[src/rtl/csc_pkg.sv]
package csc_pkg;

  localparam int N_ROWS   = 3;
  localparam int LANE_W   = 16;
  localparam int N_SPAN   = 3;
  localparam int SEL_FOOT = 6;
  localparam int SEL_FMT  = 7;
  localparam int SEL_SRC  = 8;

  // Source buffer spans, lower bound inclusive, upper bound exclusive
  localparam logic [31:0] SPAN_LO [N_SPAN] = '{32'h0000_0000, 32'h0400_0000, 32'h0830_0000};
  localparam logic [31:0] SPAN_HI [N_SPAN] = '{32'h0040_0000, 32'h0420_0000, 32'h0C00_0000};

  typedef enum logic [1:0] {
    FMT_RGBA32   = 2'd0,
    FMT_RGB565   = 2'd1,
    FMT_RGBA5551 = 2'd2,
    FMT_RGBA4444 = 2'd3
  } pix_fmt_e;

endpackage

[src/rtl/csc_cfg_regs.sv]
module csc_cfg_regs
  import csc_pkg::*;
#(
  parameter int DATA_W = 32,
  parameter int SEL_W  = 4,
  parameter int COEF_W = 10,
  parameter int FOOT_W = 8
) (
  input  logic                                       clk,
  input  logic                                       rst,
  input  logic                                       wr_en,
  input  logic [SEL_W-1:0]                           wr_sel,
  input  logic [DATA_W-1:0]                          wr_data,
  input  logic                                       start,
  output logic [N_ROWS-1:0][N_ROWS-1:0][COEF_W-1:0]  coef_o,
  output logic [FOOT_W-1:0]                          foot_q,
  output pix_fmt_e                                   fmt_q,
  output logic                                       running_q,
  output logic                                       err_q
);

  localparam int LO_N = DATA_W / LANE_W;

  logic [COEF_W-1:0] coef_q [N_ROWS][N_ROWS];
  logic [DATA_W-1:0] src_q;
  logic [N_SPAN-1:0] span_hit;
  logic              src_ok;

  // One register per coefficient, each decoding its own word and lane
  for (genvar r = 0; r < N_ROWS; r++) begin : g_row
    for (genvar k = 0; k < N_ROWS; k++) begin : g_coef
      localparam int WORD = (k < LO_N) ? 0 : 1;
      localparam int BASE = (k - WORD * LO_N) * LANE_W;
      localparam int SEL  = 2 * r + WORD;
      always_ff @(posedge clk) begin
        if (rst) begin
          coef_q[r][k] <= '0;
        end else if (wr_en && wr_sel == SEL_W'(SEL)) begin
          coef_q[r][k] <= wr_data[BASE +: COEF_W];
        end
      end
      assign coef_o[r][k] = coef_q[r][k];
    end
  end

  always_ff @(posedge clk) begin
    if (rst) begin
      foot_q <= '0;
      fmt_q  <= FMT_RGBA32;
      src_q  <= '0;
    end else if (wr_en) begin
      if (wr_sel == SEL_W'(SEL_FOOT)) foot_q <= wr_data[FOOT_W-1:0];
      if (wr_sel == SEL_W'(SEL_FMT))  fmt_q  <= pix_fmt_e'(wr_data[1:0]);
      if (wr_sel == SEL_W'(SEL_SRC))  src_q  <= wr_data;
    end
  end

  for (genvar g = 0; g < N_SPAN; g++) begin : g_span
    assign span_hit[g] = (src_q >= SPAN_LO[g]) && (src_q < SPAN_HI[g]);
  end
  assign src_ok = |span_hit;

  always_ff @(posedge clk) begin
    if (rst) begin
      running_q <= 1'b0;
      err_q     <= 1'b0;
    end else if (start) begin
      running_q <= src_ok;
      err_q     <= !src_ok;
    end
  end

  assert_start_legal_R2: assert property (@(posedge clk) disable iff (rst)
    (start && src_ok) |=> (running_q && !err_q));

  assert_start_illegal_R2: assert property (@(posedge clk) disable iff (rst)
    (start && !src_ok) |=> (err_q && !running_q));

  assert_state_hold_R2: assert property (@(posedge clk) disable iff (rst)
    !start |=> ($stable(running_q) && $stable(err_q)));

endmodule

[src/rtl/csc_row_mac.sv]
module csc_row_mac
  import csc_pkg::*;
#(
  parameter int COEF_W = 10,
  parameter int OPD_W  = 10,
  parameter int FRAC_W = 7,
  parameter int CH_W   = 8
) (
  input  logic                             clk,
  input  logic                             en,
  input  logic [N_ROWS-1:0][COEF_W-1:0]    coef,
  input  logic [N_ROWS-1:0][OPD_W-1:0]     opd,
  output logic [CH_W-1:0]                  chan_o
);

  localparam int PROD_W = COEF_W + OPD_W;
  localparam int SUM_W  = PROD_W + 2;
  localparam int HALF_I = 1 << (FRAC_W - 1);
  localparam logic signed [SUM_W-1:0] HALF   = SUM_W'(HALF_I);
  localparam logic signed [SUM_W-1:0] CH_MAX = SUM_W'((1 << CH_W) - 1);

  logic signed [PROD_W-1:0] prod [N_ROWS];
  logic signed [SUM_W-1:0]  sum_d;
  logic signed [SUM_W-1:0]  sum_q;
  logic signed [SUM_W-1:0]  rnd;
  logic signed [SUM_W-1:0]  shifted;

  always_comb begin
    sum_d = '0;
    for (int k = 0; k < N_ROWS; k++) begin
      prod[k] = $signed(coef[k]) * $signed(opd[k]);
      sum_d   = sum_d + $signed({{(SUM_W-PROD_W){prod[k][PROD_W-1]}}, prod[k]});
    end
  end

  // Stage 2: hold the dot product
  always_ff @(posedge clk) begin
    if (en) sum_q <= sum_d;
  end

  // Rounding and saturation feed the stage-3 packer
  always_comb begin
    rnd     = sum_q + HALF;
    shifted = rnd >>> FRAC_W;
    if (shifted < 0) begin
      chan_o = '0;
    end else if (shifted > CH_MAX) begin
      chan_o = '1;
    end else begin
      chan_o = shifted[CH_W-1:0];
    end
  end

endmodule

[src/rtl/csc_pixel_pack.sv]
module csc_pixel_pack
  import csc_pkg::*;
#(
  parameter int CH_W  = 8,
  parameter int PIX_W = 32
) (
  input  logic              clk,
  input  logic              rst,
  input  logic              en,
  input  logic              valid_i,
  input  pix_fmt_e          fmt,
  input  logic [CH_W-1:0]   red,
  input  logic [CH_W-1:0]   grn,
  input  logic [CH_W-1:0]   blu,
  output logic              valid_q,
  output logic [PIX_W-1:0]  pix_q
);

  logic [PIX_W-1:0] pix_d;

  always_comb begin
    case (fmt)
      FMT_RGB565:   pix_d = PIX_W'({red[CH_W-1 -: 5], grn[CH_W-1 -: 6], blu[CH_W-1 -: 5]});
      FMT_RGBA5551: pix_d = PIX_W'({red[CH_W-1 -: 5], grn[CH_W-1 -: 5], blu[CH_W-1 -: 5], 1'b1});
      FMT_RGBA4444: pix_d = PIX_W'({red[CH_W-1 -: 4], grn[CH_W-1 -: 4], blu[CH_W-1 -: 4], 4'hF});
      default:      pix_d = PIX_W'({red, grn, blu, {CH_W{1'b1}}});
    endcase
  end

  always_ff @(posedge clk) begin
    if (rst) begin
      valid_q <= 1'b0;
      pix_q   <= '0;
    end else if (en) begin
      valid_q <= valid_i;
      if (valid_i) pix_q <= pix_d;
    end
  end

endmodule

[src/rtl/ycc_rgb_conv.sv]
module ycc_rgb_conv
  import csc_pkg::*;
#(
  parameter int DATA_W = 32,
  parameter int SEL_W  = 4,
  parameter int CH_W   = 8,
  parameter int COEF_W = 10,
  parameter int FRAC_W = 7,
  parameter int PIX_W  = 32
) (
  input  logic              clk,
  input  logic              rst,
  input  logic              cfg_wr,
  input  logic [SEL_W-1:0]  cfg_sel,
  input  logic [DATA_W-1:0] cfg_data,
  input  logic              start,
  output logic              busy,
  output logic              src_err,
  input  logic              in_valid,
  output logic              in_ready,
  input  logic [CH_W-1:0]   in_y,
  input  logic [CH_W-1:0]   in_cb,
  input  logic [CH_W-1:0]   in_cr,
  output logic              out_valid,
  input  logic              out_ready,
  output logic [PIX_W-1:0]  out_pix
);

  localparam int OPD_W = CH_W + 2;
  localparam int MID   = 1 << (CH_W - 1);

  logic [N_ROWS-1:0][N_ROWS-1:0][COEF_W-1:0] coef;
  logic [CH_W-1:0]                           foot;
  pix_fmt_e                                  fmt;

  csc_cfg_regs #(
    .DATA_W (DATA_W),
    .SEL_W  (SEL_W),
    .COEF_W (COEF_W),
    .FOOT_W (CH_W)
  ) u_cfg (
    .clk       (clk),
    .rst       (rst),
    .wr_en     (cfg_wr),
    .wr_sel    (cfg_sel),
    .wr_data   (cfg_data),
    .start     (start),
    .coef_o    (coef),
    .foot_q    (foot),
    .fmt_q     (fmt),
    .running_q (busy),
    .err_q     (src_err)
  );

  // One enable for all stages: move when the output slot frees up
  logic adv;
  logic take;
  logic v1;
  logic v2;
  logic [N_ROWS-1:0][OPD_W-1:0] opd1;

  assign adv      = !out_valid || out_ready;
  assign in_ready = busy && adv;
  assign take     = in_valid && in_ready;

  always_ff @(posedge clk) begin
    if (rst) begin
      v1 <= 1'b0;
      v2 <= 1'b0;
    end else if (adv) begin
      v1 <= take;
      v2 <= v1;
    end
  end

  // Stage 1: remove footroom and chroma midpoint
  always_ff @(posedge clk) begin
    if (rst) begin
      opd1 <= '0;
    end else if (take) begin
      opd1[0] <= OPD_W'(in_y)  - OPD_W'(foot);
      opd1[1] <= OPD_W'(in_cb) - OPD_W'(MID);
      opd1[2] <= OPD_W'(in_cr) - OPD_W'(MID);
    end
  end

  logic [N_ROWS-1:0][CH_W-1:0] chan;

  for (genvar r = 0; r < N_ROWS; r++) begin : g_mac
    csc_row_mac #(
      .COEF_W (COEF_W),
      .OPD_W  (OPD_W),
      .FRAC_W (FRAC_W),
      .CH_W   (CH_W)
    ) u_mac (
      .clk    (clk),
      .en     (adv),
      .coef   (coef[r]),
      .opd    (opd1),
      .chan_o (chan[r])
    );
  end

  csc_pixel_pack #(
    .CH_W  (CH_W),
    .PIX_W (PIX_W)
  ) u_pack (
    .clk     (clk),
    .rst     (rst),
    .en      (adv),
    .valid_i (v2),
    .fmt     (fmt),
    .red     (chan[0]),
    .grn     (chan[1]),
    .blu     (chan[2]),
    .valid_q (out_valid),
    .pix_q   (out_pix)
  );

  // Beats between the input and output handshakes
  logic [2:0] inflight;
  always_ff @(posedge clk) begin
    if (rst) inflight <= '0;
    else     inflight <= inflight + 3'(take) - 3'(out_valid && out_ready);
  end

  assert_inflight_R7: assert property (@(posedge clk) disable iff (rst)
    inflight <= 3'd3);

  assert_latency_R7: assert property (@(posedge clk) disable iff (rst)
    take ##1 out_ready ##1 out_ready |=> out_valid);

  assert_hold_R8: assert property (@(posedge clk) disable iff (rst)
    (out_valid && !out_ready) |=> (out_valid && $stable(out_pix)));

  assert_stall_in_R8: assert property (@(posedge clk) disable iff (rst)
    (out_valid && !out_ready) |-> !in_ready);

  assert_gate_R2: assert property (@(posedge clk) disable iff (rst)
    in_ready |-> busy);

endmodule

[config.mk]
export PLATFORM = sky130hd
export DESIGN_NAME = ycc_rgb_conv
export DESIGN_NICKNAME = d
export VERILOG_FILES = /design/src/rtl/csc_pkg.sv /design/src/rtl/csc_cfg_regs.sv /design/src/rtl/csc_row_mac.sv /design/src/rtl/csc_pixel_pack.sv /design/src/rtl/ycc_rgb_conv.sv
export SDC_FILE = /design/constraint.sdc
export NUM_CORES = 2
export LEC_CHECK = 0
export BUFFER_PORTS_ARGS = -buffer_cell sky130_fd_sc_hd__buf_4
export CAP_MARGIN = 5
export CORE_MARGIN = 3
export CORE_UTILIZATION = 30
export CTS_CLUSTER_DIAMETER = 100
export DETAILED_ROUTE_END_ITERATION = 7
export PLACE_DENSITY_LB_ADDON = 0.3
export SYNTH_ARGS = -nofsm -noshare
export SYNTH_HDL_FRONTEND = slang
export SYNTH_SLANG_ARGS = --single-unit
[constraint.sdc]
create_clock -name clk -period 11.3 [get_ports clk]
set_clock_uncertainty 0.15 [all_clocks]
set_input_delay 0.565 -clock clk [delete_from_list [all_inputs] [get_ports clk]]
set_output_delay 0.565 -clock clk [all_outputs]
set_load 0.01 [all_outputs]
==> out/results.tsv <==
stage	metric	value	unit
run_status	outcome	completed	
placement	gpl congestion	0.843	
sta	final setup violation count	0	
cells_and_area	fraction of layout cells with a size suffix above 1	0.0499	
die	x dimension of the die	376	µm
sta	Final Hold Fails	0	
critical_path	kind of launch point of the worst setup path	register	
critical_path	capture point of the worst path	g_mac[2].u_mac.sum_q[20]$_DFFE_PN_	
route	DRC violation count after routing	0	
cells_and_area	sequential cell area	0.00574	mm²
clock_network	clock buffers created by TritonCTS	31	
cells_and_area	P&R area growth vs syn	8.65	%
synth	number of instances in the synthesized netlist	4176	
placement	DP Worst Slack	3.35	ns
synth	share of the synthesized area in the top cell type	0.452	
cells_and_area	total non-filler cell area in the finished layout	0.0446	mm²
pwr	peak ir drop on the vdd network	118	µV
synth	FFs w/ async S/R, synth	0	
route	drt first-iter violations	1499	
cells_and_area	Filler Cell Count	14000	
synth	post-synthesis cell area	0.0410	mm²
die	area of the die	0.141	mm²
sta	Final min period	8.01	ns
global_route	antenna violations before repair	14	
global_route	via count of the first global-routing pass	28900	
critical_path	destination of the worst register-to-register timing path	g_mac[2].u_mac.sum_q[20]$_DFFE_PN_	
sta	transition time at the pin with the least slew margin	1.14	ns
synth	warnings from Yosys	0	
critical_path	worst-case register-to-register setup slack	3.29	ns
critical_path	required time of the critical path	11.49	ns
sta	final-report max-slew violation count	0	
sta	Max transition margin	0.238	
global_route	total grt overflow	0	
cells_and_area	multi-input combinational cell area	0.0309	mm²
route	per-cell routed wire length	18.1	µm
critical_path	reg-to-reg startpoint	opd1[6]$_SDFFE_PP0P_	
synth	Yosys cell types	76	
route	drt via density	4.55	
die	number of cell rows	135	
critical_path	most frequent cell on the critical path	sky130_fd_sc_hd__fa_1	
critical_path	cell with the largest stage delay on the worst path	sky130_fd_sc_hd__dfxtp_1	
synth	library cell occupying the most area in the post-synthesis netlist	sky130_fd_sc_hd__fa_1	
synth	top cells by area in the synthesized netlist	sky130_fd_sc_hd__fa_1, sky130_fd_sc_hd__edfxtp_1, sky130_fd_sc_hd__inv_1	
route	count of antenna-violating nets left after detailed routing	0	
synth	number of synthesized flops with an enable pin	135	
sta	Fmax achieved	0.125	GHz
global_route	Tot GR Track Use	0.158	
critical_path	worst reg-to-reg path cell count	23	
clock_network	register clock-pin slew on the reported worst setup and hold paths	0.06	ns
critical_path	cell chain of the critical path	buf_4, nand2_1, fa_1, inv_1, fa_1, inv_1, fa_1, fa_1, inv_1, fa_1, fa_1, fa_1, inv_1, fa_1, inv_1, ha_1, a211oi_1, o21ai_0, a31oi_1, a21oi_1, nor2_1, a21oi_1, xnor2_1	
synth	flop and latch count out of synthesis	219	
placement	post-detailed-placement cell area	0.0435	mm²
critical_path	class of the most critical setup path	reg2reg	
die	I/O pin cnt	102	
hold_path	worst hold path class	in2reg	
route	detailed-routing iteration count for the pre-antenna-repair pass	5	
synth	fraction of the yosys area taken by sequential cells	0.140	
cells_and_area	number of nets in the final layout	5448	
critical_path	crit path from	opd1[6]$_SDFFE_PP0P_	
placement	Final HPWL DP	88300	µm
sta	post-route setup TNS	0	ns
die	DIE HEIGHT	376	µm
critical_path	CP Capture Type	register	
placement	number of buffer cells added on primary ports	95	
global_route	first-pass GRT wire length	172000	µm
clock_network	Clock Tree Buf Depth	3	
route	post-detailed-routing wire length	108000	µm
synth	Avg Cell Area, Syn	9.82	µm²
sta	Setup WS post-layout	3.29	ns
route	via total after detailed routing	27200	
clock_network	number of H-tree branching levels	1	
synth	most frequent cell after synthesis	sky130_fd_sc_hd__inv_1	
sta	unrepaired setup endpoints after global routing	no	
critical_path	Max FO, Critical Path	20	
sta	post-route fraction of the period consumed by the critical path	0.709	
clock_network	Clock Sink Count	219	
job	max-capacitance violation count	0	
synth	synthesized netlist net count	5458	
clock_network	CTS tree	built	
synth	Primary FF master, synth	sky130_fd_sc_hd__edfxtp_1	
global_route	largest net degree at the start of global routing	53	
clock_network	Clock Latency Late Sink	0.61	ns
die	Starting Density	0.302	
critical_path	endpoint arrival time on the critical path	8.20	ns
critical_path	crit-path max cell delay	0.72	ns
clock_network	clock root buffer	sky130_fd_sc_hd__clkbuf_16	
pwr	Cell Pwr Density	121	mW/mm²
pwr	total leakage power	0.0214	µW
synth	top cells by instance count after synthesis	sky130_fd_sc_hd__inv_1, sky130_fd_sc_hd__fa_1, sky130_fd_sc_hd__nand2_1	
die	area of the core	0.136	mm²
## critical path, delay by kind of cell (launching register included)
kind            cells  cell delay, ns
compound gates      5            1.11
xor+xnor            1            0.46
fa+ha+maj           9            4.13
buf+inv             6            0.69
flops               1            0.72
simple gates        2            0.42
## layer usage
layer	vias up	global-route usage	part of all wire
met5	-	0	0
met1	14100	0.227	0.45
li1	12300	-	-
met2	628	0.253	0.46
met4	0	0.0407	0.031
met3	116	0.0192	0.054
## metrics by stage
step / std cells / hold WS, ns / power (µW) / util
CTS: 5972 / 0.0145 / 5520 / 0.329
global placement: 5912 / 0.292 / 4480 / 0.321
floorplan: 4176 / 0.281 / 3430 / -
detailed placement: 5912 / 0.295 / 4500 / 0.321
global route: 5972 / 0.0336 / 5920 / 0.329
finish: 5975 / 0.0537 / 5410 / 0.329
## final cells by class
cell class | instances | area share
inverters | 987 | 0.0831
well taps | 1781 | 0.0500
multi-input cells | 2802 | 0.694
clock inverters | 21 | 0.00441
diodes | 3 | 0.000168
repair buffers | 125 | 0.0212
flip-flops and latches | 219 | 0.129
clock buffers | 37 | 0.0181
## cells in the final DEF, fill, tap and decap left out, types with 13 or more instances in the layout
cell / netlist / final
sky130_fd_sc_hd__edfxtp_1: 135 / 135
sky130_fd_sc_hd__nand3_1: 24 / 24
sky130_fd_sc_hd__clkbuf_16: 0 / 31
sky130_fd_sc_hd__o21ai_0: 53 / 52
sky130_fd_sc_hd__nand2b_1: 46 / 45
sky130_fd_sc_hd__buf_4: 2 / 123
sky130_fd_sc_hd__nor3_1: 14 / 13
sky130_fd_sc_hd__dfxtp_1: 84 / 80
sky130_fd_sc_hd__ha_1: 290 / 290
sky130_fd_sc_hd__a21oi_1: 84 / 84
sky130_fd_sc_hd__xor2_1: 22 / 22
sky130_fd_sc_hd__and2_1: 464 / 464
sky130_fd_sc_hd__nor2_1: 132 / 131
sky130_fd_sc_hd__a22oi_1: 15 / 15
sky130_fd_sc_hd__inv_1: 985 / 984
sky130_fd_sc_hd__xnor2_1: 78 / 78
sky130_fd_sc_hd__nand2_1: 475 / 475
sky130_fd_sc_hd__fa_1: 926 / 926
## flip-flops by register name, indices dropped and copies added (netlist names)
register	cells
g_mac.u_mac.sum_q	45
opd1	25
u_cfg.coef_q	90
u_cfg.err_q	1
u_cfg.fmt_q	2
u_cfg.foot_q	8
u_cfg.running_q	1
u_cfg.src_q	12
u_pack.pix_q	32
u_pack.valid_q	1
v1	1
v2	1
## kinds of logic (layout without fill, tap and decap cells)
logic type / count (synthesis) / after routing / share of synthesized area
other: 0 / 3 / 0
buffers and inverters: 1155 / 1170 / 0.106
muxes: 12 / 12 / 0.00308
AOI/OAI and AO/OA: 248 / 248 / 0.0387
adders and majority gates: 1216 / 1216 / 0.540
DFF: 219 / 219 / 0.140
xor gates and xnor gates: 100 / 100 / 0.0214
and+or+nand+nor: 1226 / 1226 / 0.150
## worst min path at each step
stage                                              from                             to  slack (ns)  cells after the start
after floorplan            u_cfg.src_q[31]$_SDFFE_PP0P_   u_cfg.src_q[31]$_SDFFE_PP0P_        0.28                      2
after global placement    u_pack.pix_q[17]$_SDFFE_PP0P_  u_pack.pix_q[17]$_SDFFE_PP0P_        0.29                      2
after detailed placement   u_cfg.src_q[31]$_SDFFE_PP0P_   u_cfg.src_q[31]$_SDFFE_PP0P_        0.30                      2
after CTS                                  cfg_data[31]   u_cfg.src_q[31]$_SDFFE_PP0P_        0.01                      3
after global routing                       cfg_data[31]   u_cfg.src_q[31]$_SDFFE_PP0P_        0.03                      3
final                                      cfg_data[31]   u_cfg.src_q[31]$_SDFFE_PP0P_        0.05                      3
## report_power, final
group          switching [µW]  total (µW)  internal (µW)
sequential                182        1250           1070
combinational            1840        3170           1340
clock                     416         977            561
total                    2430        5410           2970
## what timing repair did
| item | 4_1_cts | 5_1_grt |
|---|---|---|
| endpoints found under the hold margin | 2 | 0 |
| hold buffers | 2 | 0 |
| gates resized for setup | 0 | 0 |
| setup buffers | 0 | 0 |
Power figures use the tool's default switching activity.
